### config.mk
export PLATFORM = sky130hd
export DESIGN_NAME = irq_status_ctrl
export DESIGN_NICKNAME = d
export VERILOG_FILES = /design/src/rtl/irq_pkg.sv /design/src/rtl/irq_limit_cmp.sv /design/src/rtl/irq_status_bank.sv /design/src/rtl/irq_out_gate.sv /design/src/rtl/irq_status_ctrl.sv
export SDC_FILE = /design/constraint.sdc
export NUM_CORES = 1
export LEC_CHECK = 0
export CORE_UTILIZATION = 30
export DETAILED_ROUTE_END_ITERATION = 8
export GPL_TIMING_DRIVEN = 0
export SYNTH_ARGS = -nofsm -noshare
export SYNTH_HDL_FRONTEND = slang
export SYNTH_HIERARCHICAL = 1
export SYNTH_SLANG_ARGS = --single-unit
### constraint.sdc
create_clock -name clk -period 2 [get_ports clk]
set_input_delay 0.4 -clock clk [delete_from_list [all_inputs] [get_ports clk]]
set_output_delay 0.4 -clock clk [all_outputs]
set_load 0.02 [all_outputs]
### src/rtl/irq_pkg.sv
package irq_pkg;
    localparam int N_SRC    = 8;
    localparam int DATA_W   = 8;
    localparam int CH_W     = $clog2(N_SRC);
    localparam int PIN_IDX  = 4;
    localparam int EN_BIT   = 1;
    localparam logic [N_SRC-1:0] SW_SET_BITS = 8'b0000_0110;

    typedef enum logic [1:0] {
        SEL_STATUS = 2'd0,
        SEL_MASK   = 2'd1,
        SEL_CFG    = 2'd2,
        SEL_NONE   = 2'd3
    } reg_sel_e;

    typedef struct packed {
        logic            valid;
        logic [CH_W-1:0] chan;
        logic            flag;
    } upd_t;

    function automatic logic outside_window(input logic [DATA_W-1:0] v,
                                            input logic [DATA_W-1:0] hi,
                                            input logic [DATA_W-1:0] lo);
        return (v > hi) || (v < lo);
    endfunction
endpackage

### src/rtl/irq_limit_cmp.sv
module irq_limit_cmp
    import irq_pkg::*;
(
    input  logic              valid,
    input  logic [CH_W-1:0]   chan,
    input  logic [DATA_W-1:0] value,
    input  logic [DATA_W-1:0] hi,
    input  logic [DATA_W-1:0] lo,
    output upd_t              upd
);
    always_comb begin
        upd.valid = valid;
        upd.chan  = chan;
        upd.flag  = outside_window(value, hi, lo);
    end
endmodule

### src/rtl/irq_status_bank.sv
module irq_status_bank
    import irq_pkg::*;
#(
    parameter int               N       = N_SRC,
    parameter int               PIN     = PIN_IDX,
    parameter logic [N-1:0]     SET_MSK = SW_SET_BITS
) (
    input  logic         clk,
    input  logic         rst,
    input  upd_t         upd,
    input  logic         wr,
    input  logic [N-1:0] wdata,
    input  logic         pin,
    output logic [N-1:0] status
);
    localparam logic [N-1:0] PIN_MSK = N'(1) << PIN;

    for (genvar i = 0; i < N; i++) begin : g_bit
        localparam logic [CH_W-1:0] IDX = CH_W'(i);
        if (i == PIN) begin : g_pin
            always_ff @(posedge clk) begin
                if (rst) status[i] <= 1'b0;
                else     status[i] <= pin;
            end
        end else begin : g_reg
            always_ff @(posedge clk) begin
                if (rst)                              status[i] <= 1'b0;
                else if (upd.valid && upd.chan == IDX) status[i] <= upd.flag;
                else if (wr && wdata[i])              status[i] <= SET_MSK[i];
            end
        end
    end

    // a measurement result lands in its selected bit
    a_r1_meas_lands: assert property (@(posedge clk) disable iff (rst)
        (upd.valid && upd.chan != CH_W'(PIN)) |=> status[$past(upd.chan)] == $past(upd.flag));
    // pin bit follows the input
    a_r5_pin_tracks: assert property (@(posedge clk) disable iff (rst)
        1'b1 |=> status[PIN] == $past(pin));
    // a zero write with no measurement changes nothing stored
    a_r3_zero_write: assert property (@(posedge clk) disable iff (rst)
        (wr && wdata == '0 && !upd.valid) |=> (status & ~PIN_MSK) == $past(status & ~PIN_MSK));
    // software bits written with one become set
    a_r4_sw_set: assert property (@(posedge clk) disable iff (rst)
        (wr && |(wdata & SET_MSK) && !upd.valid) |=> (status & $past(wdata & SET_MSK)) == $past(wdata & SET_MSK));
endmodule

### src/rtl/irq_out_gate.sv
module irq_out_gate #(
    parameter int N = 8
) (
    input  logic         clk,
    input  logic         rst,
    input  logic [N-1:0] status,
    input  logic [N-1:0] mask,
    input  logic         enable,
    output logic         int_oe
);
    logic [N-1:0] live;
    assign live = status & ~mask;

    always_ff @(posedge clk) begin
        if (rst) int_oe <= 1'b0;
        else     int_oe <= enable & (|live);
    end

    // disabled means released next cycle
    a_r8_release: assert property (@(posedge clk) disable iff (rst)
        !enable |=> !int_oe);
    // fully masked sources never pull the line
    a_r6_masked_quiet: assert property (@(posedge clk) disable iff (rst)
        ((status & ~mask) == '0) |=> !int_oe);
    // an enabled unmasked source pulls the line
    a_r7_pulls: assert property (@(posedge clk) disable iff (rst)
        (enable && (status & ~mask) != '0) |=> int_oe);
endmodule

### src/rtl/irq_status_ctrl.sv
module irq_status_ctrl
    import irq_pkg::*;
(
    input  logic              clk,
    input  logic              rst,
    input  logic              meas_valid,
    input  logic [CH_W-1:0]   meas_chan,
    input  logic [DATA_W-1:0] meas_value,
    input  logic [DATA_W-1:0] lim_hi,
    input  logic [DATA_W-1:0] lim_lo,
    input  logic              gpi,
    input  logic              reg_we,
    input  logic [1:0]        reg_addr,
    input  logic [N_SRC-1:0]  reg_wdata,
    output logic [N_SRC-1:0]  reg_rdata,
    output logic              int_oe
);
    upd_t             upd;
    logic [N_SRC-1:0] status;
    logic [N_SRC-1:0] mask_q;
    logic [N_SRC-1:0] cfg_q;
    reg_sel_e         sel;

    assign sel = reg_sel_e'(reg_addr);

    irq_limit_cmp u_cmp (
        .valid (meas_valid),
        .chan  (meas_chan),
        .value (meas_value),
        .hi    (lim_hi),
        .lo    (lim_lo),
        .upd   (upd)
    );

    irq_status_bank #(.N(N_SRC), .PIN(PIN_IDX), .SET_MSK(SW_SET_BITS)) u_bank (
        .clk    (clk),
        .rst    (rst),
        .upd    (upd),
        .wr     (reg_we && sel == SEL_STATUS),
        .wdata  (reg_wdata),
        .pin    (gpi),
        .status (status)
    );

    always_ff @(posedge clk) begin
        if (rst) begin
            mask_q <= '0;
            cfg_q  <= '0;
        end else if (reg_we) begin
            if (sel == SEL_MASK) mask_q <= reg_wdata;
            if (sel == SEL_CFG)  cfg_q  <= reg_wdata;
        end
    end

    always_comb begin
        unique case (sel)
            SEL_STATUS: reg_rdata = status;
            SEL_MASK:   reg_rdata = mask_q;
            SEL_CFG:    reg_rdata = cfg_q;
            default:    reg_rdata = '0;
        endcase
    end

    irq_out_gate #(.N(N_SRC)) u_gate (
        .clk    (clk),
        .rst    (rst),
        .status (status),
        .mask   (mask_q),
        .enable (cfg_q[EN_BIT]),
        .int_oe (int_oe)
    );

    // unused address reads as zero
    a_r10_hole_zero: assert property (@(posedge clk) disable iff (rst)
        (sel == SEL_NONE) |-> reg_rdata == '0);
endmodule

==> out/results.ini, run 1 <==
[sta]
worstMarginPinSlew_ns = 0.425
slew_headroom_pct = 71.5
timing.hold.ws_ns = 0.480
rsz0062_at_grt = true
fin_ws_ns = 0.0659
tns_ns = 0
final-setup-viol-count = 0
finalHoldViolCount = 0
max_clock_freq_mhz = 517
fin_crit_ns = 1.93
clock_skew_ns = 0.00276
drv_slew = 0
finalCritPeriodShare_pct = 96.7

[power_and_ir_drop]
p_total_mw = 1.14
switching_share_pct = 27.2
intPower_uw = 827
p_switching_uw = 309
pwr-share-seq_pct = 46.6
vdd_drop_max_v = 0.000253
pwr_density_cell_nw_per_um2 = 462
pwr-share-comb_pct = 27.2
p_leak_nw = 1.13
p_clk_share_pct = 26.2

[hold_path]
hold_path_startpoint = cfg_q[6]$_SDFFE_PP0P_
holdCritPathClass = register to register
hold_path_end = cfg_q[6]$_SDFFE_PP0P_
hold_path_depth = 2

[clocking]
clk_pin_slew_ns = 0.08
clock_sinks = 25
cts_tree = done
cts_setup_buffers = 0
htree_num_levels = 1
cts_buffers = 3
clock-root-buffer = clkbuf_8
clk_latency_ns = 0.27
cts_buffer_depth = 2
cts_hold_buffers = 0

[synthesis]
synthArstFlopShare_pct = 0
synth_nets = 253
ys_warn_count = 6
synth.most_common_cell = mux2i_1
synth.distinct_cells = 31
syn-cell-area_um2 = 1750
netlist_instances = 196
synth.area.top_cells = dfxtp_1 (29%), mux2i_1 (17%), ha_1 (11%), nand2b_1 (8.6%), inv_1 (5.1%)
yosysSeqAreaShare_pct = 28.6
synth_top_area_cell = dfxtp_1
synth-edff-count = 0
avgSynthCellArea_um2 = 8.93
ys_seq_elements = 25
ys.flop_type = dfxtp_1
yosysTopAreaCellShare_pct = 28.6
synth_common_cells = mux2i_1 (29), dfxtp_1 (25), inv_1 (24), nand2b_1 (24), ha_1 (15)

[placement]
place_hpwl_mm = 3.17
finalWeightedCongestion = 0.721
pre_cts_ws_ns = -0.571
io_buffer_count = 46

[floorplan]
core_um2 = 5570
die_area_um2 = 6140
pin_count = 51
rows = 27
start_util_pct = 31.4
fp.dieH_um = 78.4
die_x_um = 78.4

[cells_and_area]
n_fill_cell = 565
n_antenna_cell = 0
ff_latch_area_um2 = 500
final_layout_size_suffix_gt1_share_pct = 17.0
multi_input_area_um2 = 1190
final_nets = 305
area_growth_pct = 40.7

[route]
via_count = 1489
drt_first_pass_iters = 4
drc = 0
drt_first_iter_violations = 75
avgRoutedWirePerCell_um = 13.0
routed_wl_mm = 4.15
vias_per_cell = 4.67
ant_nets = 0

[worst_setup_path]
worst-r2r-cell-count = 3
cp_max_fo = 7
required_ns = 2.15
r2r-end = u_gate/int_oe$_SDFF_PP0_
crit_path_end_kind = register
r2r_setup_slack_ns = 0.98
critPathArrivalTime_ns = 2.09
crit_type = primary input to register
start_kind = primary input
timing.rr.start = u_bank/status[6]$_SDFFE_PP0P_

[grt]
grt_overflow_total = 0
grt_pass1_vias = 1542
grt_usage_pct = 14.7
grt_max_degree = 14
antenna_found_initial = 0
grt_pass1_wl_mm = 7.19

[run]
cap_violations = 0

[outcome]
status = completed

## worst max-delay path by stage
stage	startpoint	end	slack, ns
CTS	lim_hi[5]	u_bank/status[6]$_SDFFE_PP0P_	0.0002
global placement	reg_addr[0]	reg_rdata[0]	-0.58
floorplan	lim_hi[7]	u_bank/status[0]$_SDFFE_PP0P_	0.25
finish	meas_value[3]	u_bank/status[6]$_SDFFE_PP0P_	0.07
detailed placement	reg_addr[0]	reg_rdata[0]	-0.57
global route	meas_value[3]	u_bank/status[6]$_SDFFE_PP0P_	-0.03
## logic make-up (layout without fill, tap and decap cells)
| kind of cell | after synthesis | in the layout | share of synthesized area [%] |
|---|---|---|---|
| flops | 25 | 25 | 28.6 |
| compound gates | 35 | 35 | 13.7 |
| buf+inv | 36 | 87 | 9.72 |
| mux | 29 | 29 | 16.6 |
| simple gates | 56 | 56 | 20.7 |
| fa+ha+maj | 15 | 15 | 10.7 |
## worst max-delay path: stages
cell and delay [ns]:
clkdlybuf4s50_1 0.49, ha_4 0.30, nand2_1 0.07, nor3_2 0.14, nor2_1 0.07, a211o_1 0.38
mux2i_1 0.17, nor2_1 0.07
## area by class of cell
class                           count  share of cell area, %
Clock buffer                        4                   1.83
Inverter                           24                   3.66
Tap cell                           72                   3.66
Multi-Input combinational cell    135                   48.2
Sequential cell                    25                   20.3
Buffer                             12                   3.40
Timing Repair Buffer               47                   18.9
## state kept, by name (all words and copies together), names as in the netlist
name / cells
cfg_q: 8
mask_q: 8
u_bank/status: 8
u_gate/int_oe: 1
## per-layer routing
layer / global-route usage [%] / up-vias / part of all wire [%]
met5: 0 / - / 0
met4: 3.89 / 0 / 1.2
met3: 1.98 / 5 / 3.6
met2: 24.7 / 32 / 48
met1: 19.6 / 673 / 48
li1: - / 779 / -
## metrics by stage
step | cell area, µm² | instances | util, %
6_report | 2460 | 319 | 44.2
5_1_grt | 2460 | 319 | 44.2
4_1_cts | 2360 | 319 | 42.3
3_5_place_dp | 2300 | 314 | 41.3
3_3_place_gp | 2300 | 314 | 41.3
2_1_floorplan | 1750 | 196 | -
## timing repair
action,CTS,global route
gates resized for setup,44,33
pin swaps,3,10
endpoints found under the setup margin,15,15
cloned,1,0
## power by group through the flow
stage	sequential [mW]	clock [mW]	combinational (mW)
2_1_floorplan	0.537	0	0.162
3_3_place_gp	0.541	0	0.286
3_5_place_dp	0.541	0	0.290
4_1_cts	0.529	0.305	0.295
5_1_grt	0.532	0.324	0.345
6_report	0.529	0.298	0.309
## cell usage in the layout, fill, tap and decap left out, drive strengths merged
master / instances
a211o: 1
a211oi: 2
a21boi: 5
a21o: 1
a21oi: 9
and3b: 1
buf: 18
clkbuf: 7
clkdlybuf4s15: 1
clkdlybuf4s50: 24
dfxtp: 25
dlygate4sd2: 2
dlymetal6s2s: 11
ha: 15
inv: 24
mux2i: 29
nand2: 4
nand2b: 24
nand3: 1
nand3b: 1
nand4: 2
nand4b: 3
nand4bb: 2
nor2: 10
nor2b: 3
nor3: 2
nor3b: 2
nor4b: 1
o21ai: 4
o22ai: 4
o2bb2ai: 8
o41a: 1
No activity file was read; power rests on OpenSTA's default activity.
==> run 2: changes to the inputs <==
--- a/config.mk
+++ b/config.mk
@@ -6,6 +6,7 @@
 export NUM_CORES = 1
 export LEC_CHECK = 0
 export CORE_UTILIZATION = 30
+export CTS_CLUSTER_DIAMETER = 80
 export DETAILED_ROUTE_END_ITERATION = 8
 export GPL_TIMING_DRIVEN = 0
 export SYNTH_ARGS = -nofsm -noshare
==> results of run 2 <==
The final DEF is identical to that of run 1; final timing and power are the same.
==> run 3: changes to the inputs <==
--- a/config.mk
+++ b/config.mk
@@ -5,10 +5,11 @@
 export SDC_FILE = /design/constraint.sdc
 export NUM_CORES = 1
 export LEC_CHECK = 0
+export CORE_MARGIN = 1
 export CORE_UTILIZATION = 30
 export CTS_CLUSTER_DIAMETER = 80
 export DETAILED_ROUTE_END_ITERATION = 8
-export GPL_TIMING_DRIVEN = 0
+export GPL_TIMING_DRIVEN = 1
 export SYNTH_ARGS = -nofsm -noshare
 export SYNTH_HDL_FRONTEND = slang
 export SYNTH_HIERARCHICAL = 1
==> run 3 against run 2 <==
Compared with the run above: die area is the same; maximum frequency grew 1.7%; non-clock buffer count is the same; clock skew grew 0.0021 ns; wire length shrank 2.3%; register-to-register slack is essentially flat; global-route usage shrank 1.3 points; highest routed layer unchanged; clock-buffer cell count shrank 1.
==> out/results.ini, run 3 (synthesized netlist as in run 1, its figures left out) <==
[worst_setup_path]
worst-r2r-cell-count = 3  ; unchanged
r2r-end = u_gate/int_oe$_SDFF_PP0_  ; unchanged
required_ns = 1.60  ; was 2.15 ns
r2r_setup_slack_ns = 0.99  ; was 0.98 ns
crit_start = reg_addr[0]  ; was meas_value[3]
cp_max_fo = 8  ; was 7
timing.rr.start = u_bank/status[6]$_SDFFE_PP0P_  ; unchanged
crit_path_end_kind = primary output  ; was register
crit_end = reg_rdata[3]  ; was u_bank/status[6]$_SDFFE_PP0P_
start_kind = primary input  ; unchanged
crit_type = primary input to primary output  ; was primary input to register
critPathArrivalTime_ns = 1.50  ; was 2.09 ns

[power_and_ir_drop]
p_clk_share_pct = 25.8  ; was 26.2%
p_leak_nw = 1.19  ; was 1.13 nW
p_total_mw = 1.15  ; was 1.14 mW
pwr_density_cell_nw_per_um2 = 458  ; was 462 nW/µm²
vdd_drop_max_v = 0.000234  ; was 0.000253 V
intPower_uw = 833  ; was 827 µW
pwr-share-seq_pct = 46.2  ; was 46.6%
p_switching_uw = 314  ; was 309 µW
pwr-share-comb_pct = 28.0  ; was 27.2%
switching_share_pct = 27.4  ; was 27.2%

[sta]
finalCritPeriodShare_pct = 95.1  ; was 96.7%
finalHoldViolCount = 0  ; unchanged
clock_skew_ns = 0.00488  ; was 0.00276 ns
max_clock_freq_mhz = 526  ; was 517 MHz
slew_headroom_pct = 64.1  ; was 71.5%
timing.hold.ws_ns = 0.483  ; was 0.480 ns
drv_slew = 0  ; unchanged
rsz0062_at_grt = false  ; was true
final-setup-viol-count = 0  ; unchanged
worstMarginPinSlew_ns = 0.539  ; was 0.425 ns
fin_crit_ns = 1.90  ; was 1.93 ns

[floorplan]
die_area_um2 = 6140  ; unchanged
start_util_pct = 31.4  ; unchanged
die_x_um = 78.4  ; unchanged
rows = 27  ; unchanged
pin_count = 51  ; unchanged
fp.dieH_um = 78.4  ; unchanged
core_um2 = 5570  ; unchanged

[cells_and_area]
final_nets = 305  ; unchanged
n_antenna_cell = 0  ; unchanged
final_cell_mix = mux2i_1 (29), clkdlybuf4s50_1 (27), dfxtp_1 (25)  ; was mux2i_1 (29), dfxtp_1 (25), nand2b_1 (24), clkdlybuf4s50_1 (24), inv_1 (18)
final_layout_size_suffix_gt1_share_pct = 17.0  ; unchanged
reg_top3 = cfg_q (8), mask_q (8), u_bank/status (8)  ; unchanged
layout_commonest_cell = mux2i_1  ; unchanged
multi_input_area_um2 = 1200  ; was 1190 µm²
ff_latch_area_um2 = 500  ; unchanged
area_growth_pct = 43.0  ; was 40.7%
n_fill_cell = 556  ; was 565

[clocking]
clock-root-buffer = clkbuf_8  ; unchanged
clk_latency_ns = 0.27  ; about the same
clk_pin_slew_ns = 0.08  ; about the same
cts_buffers = 3  ; unchanged
cts_tree = done  ; unchanged
cts_hold_buffers = 0  ; unchanged
cts_buffer_depth = 2  ; unchanged
cts_setup_buffers = 0  ; unchanged
htree_num_levels = 1  ; unchanged
clock_sinks = 25  ; unchanged

[route]
drc = 0  ; unchanged
wl_met3_um = 94  ; was 150 µm
dr.max_layer_used = met4  ; unchanged
ant_nets = 0  ; unchanged
avgRoutedWirePerCell_um = 12.7  ; was 13.0 µm
routed_wl_mm = 4.05  ; was 4.15 mm
wl_met1_mm = 2.01  ; was 1.97 mm
drt_first_iter_violations = 57  ; was 75
via_count = 1476  ; was 1489
vias_per_cell = 4.63  ; was 4.67
wl_met2_mm = 1.87  ; was 1.97 mm
drt_first_pass_iters = 4  ; unchanged

[placement]
finalWeightedCongestion = 0.743  ; was 0.721
io_buffer_count = 50  ; was 46
place_hpwl_mm = 3.08  ; was 3.17 mm

[grt]
grt_max_degree = 34  ; was 14
grt_pass1_vias = 1440  ; was 1542
grt_usage_pct = 13.4  ; was 14.7%
antenna_found_initial = 0  ; unchanged
grt_pass1_wl_mm = 6.53  ; was 7.19 mm
grt_overflow_total = 0  ; unchanged

[hold_path]
holdCritPathClass = register to register  ; unchanged
hold_path_startpoint = cfg_q[4]$_SDFFE_PP0P_  ; was cfg_q[6]$_SDFFE_PP0P_

[run]
cap_violations = 0  ; unchanged

[outcome]
status = completed  ; unchanged

-- run 3: cell count changes in the layout (fill, tap and decap cells not counted), moves of 2 or more --
cell and delta:
buf_2 +3, buf_4 -3, buf_6 -2, clkbuf_1 -4
clkdlybuf4s50_1 +3, dlymetal6s2s_1 +3, inv_1 +2, inv_2 -2
nand2_1 -2, nand2_2 +2
-- run 3: worst min-delay path by stage --
stage                                  endpoint  slack (ns)  depth (start not counted)
after detailed placement  cfg_q[2]$_SDFFE_PP0P_        0.47                          2
after global placement    cfg_q[3]$_SDFFE_PP0P_        0.46                          2
after floorplan           cfg_q[0]$_SDFFE_PP0P_        0.45                          2
final                     cfg_q[4]$_SDFFE_PP0P_        0.48                          2
after global routing      cfg_q[3]$_SDFFE_PP0P_        0.50                          2
after CTS                 cfg_q[2]$_SDFFE_PP0P_        0.48                          2
-- run 3: worst max-delay path: stages --
cell and delay (ns):
clkdlybuf4s50_1 0.48, nor2b_1 0.13, buf_4 0.17, o2bb2ai_1 0.13, buf_2 0.19
-- run 3: metrics by stage --
| stage | setup TNS (ns) | util (%) | area, µm² | worst slack [ns] | std cells |
|---|---|---|---|---|---|
| 2_1_floorplan | 0 | - | 1750 | 0.252 | 196 |
| 3_3_place_gp | -4.84 | 42.0 | 2340 | -0.371 | 315 |
| 3_5_place_dp | -5.26 | 42.0 | 2340 | -0.392 | 315 |
| 4_1_cts | 0 | 42.8 | 2380 | 0.000771 | 319 |
| 5_1_grt | 0 | 44.9 | 2500 | 0.000518 | 319 |
| 6_report | 0 | 44.9 | 2500 | 0.0989 | 319 |
-- run 3: cell type report --
type                       instances  area share (%)
clock buffer                       3            1.65
tap                               72            3.60
timing repair buffer              59            23.0
inverter                          24            3.60
clock inverter                     1           0.200
sequential                        25            20.0
multi-input combinational        135            47.9
-- run 3: layer usage --
| metal | up-vias | global-route usage [%] |
|---|---|---|
| met5 | - | 0 |
| met4 | 0 | 5.56 |
| met3 | 5 | 1.05 |
| met2 | 26 | 21.9 |
| met1 | 670 | 18.1 |
| li1 | 775 | - |
-- run 3: timing repair --
action	in CTS	in global routing
pin swaps	3	10
endpoints found under the setup margin	15	14
gates resized for setup	27	44
-- run 3: power groups by stage --
stage	Sequential [mW]	Combinational [mW]	Clock [mW]
finish	0.529	0.321	0.296
global route	0.532	0.355	0.330
CTS	0.529	0.297	0.309
detailed placement	0.541	0.299	0
global placement	0.541	0.295	0
floorplan	0.537	0.162	0
